[config.mk]
export PLATFORM = sky130hd
export DESIGN_NAME = uart_tx_top
export DESIGN_NICKNAME = d
export VERILOG_FILES = /design/src/rtl/uart_tx_pkg.sv /design/src/rtl/baud_tick_gen.sv /design/src/rtl/tx_byte_buffer.sv /design/src/rtl/tx_shifter.sv /design/src/rtl/uart_tx_top.sv
export SDC_FILE = /design/constraint.sdc
export NUM_CORES = 1
export LEC_CHECK = 0
export BUFFER_PORTS_ARGS = -buffer_cell sky130_fd_sc_hd__clkbuf_2
export CORE_MARGIN = 2
export CORE_UTILIZATION = 35
export DETAILED_ROUTE_END_ITERATION = 16
export GPL_ROUTABILITY_DRIVEN = 0
export SYNTH_ARGS = -nofsm -noshare
export SYNTH_HDL_FRONTEND = slang
export SYNTH_SLANG_ARGS = --single-unit
[constraint.sdc]
create_clock -name clk -period 5.6 [get_ports clk]
set_clock_uncertainty 0.2 [all_clocks]
set_input_delay 1.12 -clock clk [delete_from_list [all_inputs] [get_ports clk]]
set_output_delay 1.12 -clock clk [all_outputs]
set_load 0.05 [all_outputs]
[src/rtl/uart_tx_pkg.sv]
package uart_tx_pkg;
  typedef enum logic [1:0] {
    REG_DATA  = 2'd0,
    REG_DIVHI = 2'd1,
    REG_CTRL  = 2'd2,
    REG_STAT  = 2'd3
  } reg_addr_e;

  typedef struct packed {
    logic latch_sel;
    logic queue_en;
  } ctrl_t;

  localparam int unsigned OVERSAMPLE = 16;
  localparam int unsigned FRAME_BITS = 10;
endpackage

[src/rtl/baud_tick_gen.sv]
module baud_tick_gen #(
  parameter int unsigned DIV_W = 16
) (
  input  logic             clk,
  input  logic             rst,
  input  logic             restart,
  input  logic [DIV_W-1:0] divisor,
  output logic             tick
);
  logic [DIV_W-1:0] cnt;
  logic             div_zero;

  assign div_zero = (divisor == '0);

  always_ff @(posedge clk) begin
    if (rst || restart || div_zero) begin
      cnt  <= '0;
      tick <= 1'b0;
    end else if (cnt == divisor - 1'b1) begin
      cnt  <= '0;
      tick <= 1'b1;
    end else begin
      cnt  <= cnt + 1'b1;
      tick <= 1'b0;
    end
  end

  // a divisor that has stayed zero yields no tick
  a_r4_no_tick_when_zero: assert property (@(posedge clk) disable iff (rst)
    (div_zero && $past(div_zero)) |-> !tick);

  // a restart suppresses the tick that follows it
  a_r10_restart_clears: assert property (@(posedge clk) disable iff (rst)
    $past(restart) |-> !tick);
endmodule

[src/rtl/tx_byte_buffer.sv]
module tx_byte_buffer #(
  parameter int unsigned DEPTH = 16,
  parameter int unsigned W     = 8
) (
  input  logic         clk,
  input  logic         rst,
  input  logic         queue_en,
  input  logic         flush,
  input  logic         wr,
  input  logic [W-1:0] wdata,
  input  logic         pop,
  output logic         avail,
  output logic [W-1:0] head,
  output logic         empty
);
  localparam int unsigned AW = (DEPTH > 1) ? $clog2(DEPTH) : 1;
  localparam int unsigned CW = $clog2(DEPTH + 1);

  logic [W-1:0]  mem [DEPTH];
  logic [AW-1:0] wp, rp;
  logic [CW-1:0] count;
  logic [W-1:0]  hold;
  logic          hold_v;
  logic          full, q_wr, q_pop, taken;

  assign full  = (count == CW'(DEPTH));
  assign q_wr  = queue_en && wr && !full;
  assign q_pop = queue_en && pop && (count != '0);
  assign taken = queue_en ? q_wr : wr;

  function automatic logic [AW-1:0] nxt(input logic [AW-1:0] p);
    return (p == AW'(DEPTH - 1)) ? '0 : p + 1'b1;
  endfunction

  // storage without reset so it maps onto RAM
  always_ff @(posedge clk) begin
    if (q_wr) mem[wp] <= wdata;
  end

  always_ff @(posedge clk) begin
    if (rst || flush) begin
      wp    <= '0;
      rp    <= '0;
      count <= '0;
    end else begin
      if (q_wr)  wp <= nxt(wp);
      if (q_pop) rp <= nxt(rp);
      case ({q_wr, q_pop})
        2'b10:   count <= count + 1'b1;
        2'b01:   count <= count - 1'b1;
        default: count <= count;
      endcase
    end
  end

  always_ff @(posedge clk) begin
    if (rst || flush) begin
      hold   <= '0;
      hold_v <= 1'b0;
    end else if (!queue_en) begin
      if (wr) begin
        hold   <= wdata;
        hold_v <= 1'b1;
      end else if (pop) begin
        hold_v <= 1'b0;
      end
    end
  end

  assign avail = queue_en ? (count != '0) : hold_v;
  assign head  = queue_en ? mem[rp] : hold;
  assign empty = !avail;

  a_r7_count_bound: assert property (@(posedge clk) disable iff (rst)
    count <= CW'(DEPTH));

  // a full queue stays full when a write arrives without a pop
  a_r7_full_drop: assert property (@(posedge clk) disable iff (rst)
    (queue_en && wr && full && !pop && !flush) |=> (count == CW'(DEPTH)));

  // an accepted byte makes the buffer non-empty in the next cycle
  a_r8_empty_falls: assert property (@(posedge clk) disable iff (rst)
    (taken && !flush) |=> !empty);

  // a flush leaves nothing waiting
  a_r9_flush_empties: assert property (@(posedge clk) disable iff (rst)
    flush |=> empty);
endmodule

[src/rtl/tx_shifter.sv]
module tx_shifter
  import uart_tx_pkg::*;
#(
  parameter int unsigned W = 8
) (
  input  logic         clk,
  input  logic         rst,
  input  logic         tick,
  input  logic         avail,
  input  logic [W-1:0] head,
  output logic         pop,
  output logic         txd,
  output logic         busy
);
  localparam int unsigned SW = $clog2(OVERSAMPLE);
  localparam int unsigned BW = $clog2(FRAME_BITS);

  logic [W:0]    frame;
  logic [SW-1:0] sub;
  logic [BW-1:0] bitn;

  assign pop = !busy && avail;

  always_ff @(posedge clk) begin
    if (rst) begin
      busy  <= 1'b0;
      txd   <= 1'b1;
      frame <= '1;
      sub   <= '0;
      bitn  <= '0;
    end else if (!busy) begin
      if (avail) begin
        busy  <= 1'b1;
        txd   <= 1'b0;
        frame <= {1'b1, head};
        sub   <= '0;
        bitn  <= '0;
      end
    end else if (tick) begin
      if (sub == SW'(OVERSAMPLE - 1)) begin
        sub <= '0;
        if (bitn == BW'(FRAME_BITS - 1)) begin
          busy <= 1'b0;
          txd  <= 1'b1;
        end else begin
          txd   <= frame[0];
          frame <= {1'b1, frame[W:1]};
          bitn  <= bitn + 1'b1;
        end
      end else begin
        sub <= sub + 1'b1;
      end
    end
  end

  a_r2_idle_high: assert property (@(posedge clk) disable iff (rst)
    !busy |-> txd);

  a_r2_start_low: assert property (@(posedge clk) disable iff (rst)
    $rose(busy) |-> !txd);

  // without a tick, a frame in flight keeps its level
  a_r4_hold_without_tick: assert property (@(posedge clk) disable iff (rst)
    (busy && !tick) |=> $stable(txd));
endmodule

[src/rtl/uart_tx_top.sv]
module uart_tx_top
  import uart_tx_pkg::*;
#(
  parameter int unsigned DATA_W     = 8,
  parameter int unsigned FIFO_DEPTH = 16
) (
  input  logic              clk,
  input  logic              rst,
  input  logic              wr_en,
  input  logic [1:0]        addr,
  input  logic [DATA_W-1:0] wdata,
  output logic [DATA_W-1:0] rdata,
  output logic              txd,
  output logic              thr_empty
);
  localparam int unsigned DIV_W = 2 * DATA_W;

  reg_addr_e         ra;
  ctrl_t             ctrl;
  logic [DATA_W-1:0] div_lo, div_hi;
  logic              data_wr, dlo_wr, dhi_wr, ctrl_wr, flush;
  logic              tick, pop, avail, busy, buf_empty;
  logic [DATA_W-1:0] head;

  assign ra      = reg_addr_e'(addr);
  assign data_wr = wr_en && (ra == REG_DATA)  && !ctrl.latch_sel;
  assign dlo_wr  = wr_en && (ra == REG_DATA)  &&  ctrl.latch_sel;
  assign dhi_wr  = wr_en && (ra == REG_DIVHI) &&  ctrl.latch_sel;
  assign ctrl_wr = wr_en && (ra == REG_CTRL);
  assign flush   = ctrl_wr && (wdata[0] != ctrl.queue_en);

  always_ff @(posedge clk) begin
    if (rst) begin
      ctrl   <= '0;
      div_lo <= '0;
      div_hi <= '0;
    end else begin
      if (ctrl_wr) ctrl   <= ctrl_t'(wdata[1:0]);
      if (dlo_wr)  div_lo <= wdata;
      if (dhi_wr)  div_hi <= wdata;
    end
  end

  always_ff @(posedge clk) begin
    if (rst) begin
      rdata <= '0;
    end else begin
      case (ra)
        REG_DATA:  rdata <= ctrl.latch_sel ? div_lo : '0;
        REG_DIVHI: rdata <= ctrl.latch_sel ? div_hi : '0;
        REG_CTRL:  rdata <= DATA_W'(ctrl);
        default:   rdata <= DATA_W'({busy, buf_empty});
      endcase
    end
  end

  baud_tick_gen #(.DIV_W(DIV_W)) u_baud (
    .clk     (clk),
    .rst     (rst),
    .restart (dlo_wr || dhi_wr),
    .divisor ({div_hi, div_lo}),
    .tick    (tick)
  );

  tx_byte_buffer #(.DEPTH(FIFO_DEPTH), .W(DATA_W)) u_buf (
    .clk      (clk),
    .rst      (rst),
    .queue_en (ctrl.queue_en),
    .flush    (flush),
    .wr       (data_wr),
    .wdata    (wdata),
    .pop      (pop),
    .avail    (avail),
    .head     (head),
    .empty    (buf_empty)
  );

  tx_shifter #(.W(DATA_W)) u_shift (
    .clk   (clk),
    .rst   (rst),
    .tick  (tick),
    .avail (avail),
    .head  (head),
    .pop   (pop),
    .txd   (txd),
    .busy  (busy)
  );

  assign thr_empty = buf_empty;

  // with the latch select set, a write to address 0 queues nothing
  a_r5_latch_blocks_data: assert property (@(posedge clk) disable iff (rst)
    (wr_en && ra == REG_DATA && ctrl.latch_sel && thr_empty) |=> thr_empty);
endmodule

==> impl_metrics.csv <==
group,metric,value,unit
clocking,cts_resized,0,
critical_path,worstSetupEndpoint,"u_buf.count[4]",
placement,placed_cells,1059,
critical_path,rr_startpoint,"ctrl[0]",
die,die_width,166,um
sta,tightest_slew,1.27,ns
drt,drcViolationCount,0,
critical_path,crit_path_start,"addr[0]",
global_routing,antenna_found_initial,0,
global_routing,first_global_vias,5551,
sta,grt_setup_unrepaired,"false",
die,rows,59,
drt,routed_via_density,5.15,
sta,period_share,69.2,%
logic_synthesis,yosys_warnings,0,
logic_synthesis,synth-seq-area-share,60.5,%
final_layout,fin_nets,777,
clocking,hold_buffers,0,
sta,setup_violations,0,
sta,timing.fmax,258,MHz
clocking,cts_buffer_depth,3,
placement,dp_hpwl,12.4,mm
hold_path,holdCritPathClass,"flop to flop",
logic_synthesis,synthFlopType,"edfxtp_1",
sta,finalHoldViolations,0,
sta,setup-tns-final,0,ns
critical_path,arrival,4.12,ns
critical_path,path_class,"primary input to flop",
clocking,cts_made_buffers,24,
critical_path,critPathRequiredTime,5.84,ns
logic_synthesis,synthCells,735,
critical_path,r2r_cells,12,
critical_path,r2r-end,"u_buf.count[4]",
final_layout,final_cells,1103,
global_routing,grt_pass1_wl,30.9,mm
clocking,cts_root_buf,"clkbuf_16",
drt,detailroute.wirelength.met2,8.68,mm
die,start_util,35.5,%
drt,post_drt_wl_per_cell,17.5,um
final_layout,area_growth,12.3,%
global_routing,grt_max_degree,33,
drt,maxUsedRoutingLayer,"met4",
sta,min_period,3.87,ns
clocking,htreeDepth,1,
die,coreArea,0.0260,mm2
flow_run,maxCapViolations,0,
clocking,cts_num_sinks,215,
critical_path,worstPathMaxFanout,19,
power,p_per_area,310,mW/mm2
drt,met3_length,865,um
critical_path,r2r_slack,2.03,ns
drt,wirelength_met1,9.29,mm
drt,vias,5683,
clocking,cts.clk_slew.worst_paths,0.06,ns
die,io_pins,23,
die,die_y,166,um
power,ir_drop,0.219,mV
clocking,clk_latency,0.52,ns
critical_path,critPathLaunchType,"primary input",
sta,slew_viol_final,0,
drt,drt_iter0_drc,357,
logic_synthesis,synth-edff-count,128,
clocking,cts_tree,"yes",
critical_path,endpoint_kind,"flop",
placement,io_buffers,22,
logic_synthesis,avgSynthCellArea,12.6,um2
sta,slew-limit-headroom,14.6,%
global_routing,gr-total-overflow,0,
logic_synthesis,ys_ff_latch,215,
logic_synthesis,synth_area,0.00924,mm2
drt,postRouteAntennaNets,0,
drt,drt_wl_total,19.3,mm
drt,firstDrtPassIters,5,
clocking,cts_setup_buffers,0,
logic_synthesis,syn_nets,762,
logic_synthesis,async_flop_share,0,%
run_status,status,"finished, final reports clean",
final_layout,drive_above_1_share,14.5,%
global_routing,track_usage,13.9,%
final_layout,antenna_cells_inserted,0,
power,p_leak,3.55,nW
logic_synthesis,synth_cell_types,57,
die,die_area,0.0277,mm2
==> placed cells by master (no fill, tap or decap), drive strengths merged, types with 18 or more instances in the layout <==
cell type	n
edfxtp	128
nand2	89
dfxtp	87
nor2	80
clkbuf	54
mux4	40
a21oi	39
mux2i	23
xnor2	22
o21ai	22
xor2	20
inv	18
==> cells in the mapped netlist, types with 2 or more instances <==
| library cell | instances | share of area (%) |
|---|---|---|
| buf_1 | 5 | 0.20 |
| inv_1 | 16 | 0.65 |
| buf_2 | 3 | 0.16 |
| or4_1 | 5 | 0.41 |
| mux4_2 | 40 | 9.8 |
| nand2_1 | 89 | 3.6 |
| and3b_1 | 2 | 0.19 |
| nor4_1 | 5 | 0.34 |
| o21ai_0 | 22 | 1.2 |
| xor2_1 | 20 | 1.9 |
| ha_1 | 14 | 1.9 |
| nor2b_1 | 3 | 0.20 |
| a31oi_1 | 5 | 0.34 |
| dfxtp_1 | 87 | 19 |
| a32oi_1 | 2 | 0.19 |
| a311oi_1 | 3 | 0.28 |
| nand3b_1 | 2 | 0.16 |
| nand2b_1 | 5 | 0.34 |
| a211oi_1 | 2 | 0.16 |
| edfxtp_1 | 128 | 42 |
| and3_1 | 4 | 0.27 |
| nor3b_1 | 2 | 0.16 |
| and2_1 | 4 | 0.27 |
| clkbuf_1 | 28 | 1.1 |
| or2_2 | 3 | 0.20 |
| a21boi_0 | 2 | 0.16 |
| nor2_1 | 80 | 3.3 |
| xnor2_1 | 22 | 2.1 |
| nand3_1 | 11 | 0.60 |
| nand4_1 | 5 | 0.34 |
| a21o_1 | 2 | 0.16 |
| nor4b_1 | 2 | 0.19 |
| buf_6 | 2 | 0.24 |
| nor3_1 | 13 | 0.70 |
| a21oi_1 | 39 | 2.1 |
| o211ai_1 | 4 | 0.33 |
| mux2i_1 | 23 | 2.5 |
| a22oi_1 | 4 | 0.33 |
| o22ai_1 | 3 | 0.20 |
| or3_1 | 7 | 0.47 |
==> metrics by stage <==
stage          util (%)  cell area (um2)  power (mW)  hold WS (ns)  worst slack [ns]
6_report           39.9            10400        3.21         0.267              1.73
3_5_place_dp       37.1             9650        1.81         0.259              1.21
4_1_cts            39.9            10400        3.26         0.270              1.73
3_3_place_gp       37.1             9650        1.81         0.257              1.23
2_1_floorplan         -             9240        1.77         0.240              1.34
5_1_grt            39.9            10400        3.32         0.310              1.39
==> power by group <==
| group | internal, mW | total [mW] | switching [mW] |
|---|---|---|---|
| logic | 0.0248 | 0.0891 | 0.0642 |
| registers | 1.68 | 1.69 | 0.00727 |
| clock network | 0.822 | 1.44 | 0.614 |
| total | 2.53 | 3.21 | 0.685 |
==> layout make-up <==
class / instances / area (um2)
Sequential cell: 215 / 5590
Fill cell: 2433 / 15600
Timing Repair Buffer: 28 / 155
Tap cell: 335 / 419
Clock buffer: 32 / 651
Inverter: 16 / 60.1
Multi-Input combinational cell: 465 / 3430
Clock inverter: 12 / 78.8
==> sequential cells by signal (all words and copies together) (netlist names), named ones only <==
| signal | cells |
|---|---|
| u_buf.hold | 8 |
| u_shift.bitn | 4 |
| div_hi | 8 |
| u_shift.txd | 1 |
| u_buf.hold_v | 1 |
| u_baud.cnt | 16 |
| u_buf.count | 5 |
| u_buf.rp | 4 |
| u_shift.busy | 1 |
| u_baud.tick | 1 |
| u_shift.frame | 8 |
| div_lo | 8 |
| ctrl | 2 |
| rdata | 8 |
| u_shift.sub | 4 |
| u_buf.mem | 128 |
| u_buf.wp | 4 |
==> worst max-delay path: stages <==
cell and delay, ns:
clkbuf_2 0.26, nor4b_1 0.42, nand2_1 0.09, a21oi_1 0.14, buf_4 0.20, inv_1 0.08, ha_1 0.32, xor2_1 0.19
ha_1 0.23, o21a_1 0.17, o22a_1 0.19, a21oi_1 0.16, xor2_1 0.09, or3_1 0.31, a21oi_1 0.13
==> logic make-up (layout without fill, tap and decap cells) <==
family	Yosys count	after routing	synth area share (%)
xor gates and xnor gates	42	42	3.98
muxes	64	64	12.4
AOI/OAI and AO/OA	98	98	6.46
buffers and inverters	55	88	2.45
DFF	215	215	60.5
adders and majority gates	14	14	1.90
and+or+nand+nor	247	247	12.4
==> per-layer routing <==
layer	vias up	GRT usage [%]
met5	-	0
met2	128	21.7
met1	2791	20.1
li1	2727	-
met3	37	2.57
met4	0	3.52
==> worst min path at each step <==
stage                     cells past startpoint        startpoint          endpoint
final                                         2  u_shift.frame[1]  u_shift.frame[0]
after global routing                          2  u_shift.frame[1]  u_shift.frame[1]
after CTS                                     2  u_shift.frame[1]  u_shift.frame[0]
after detailed placement                      2  u_shift.frame[1]  u_shift.frame[1]
after global placement                        2  u_shift.frame[1]  u_shift.frame[0]
after floorplan                               2  u_shift.frame[0]  u_shift.frame[0]
Note: power is estimated with default switching activity, not from simulation.
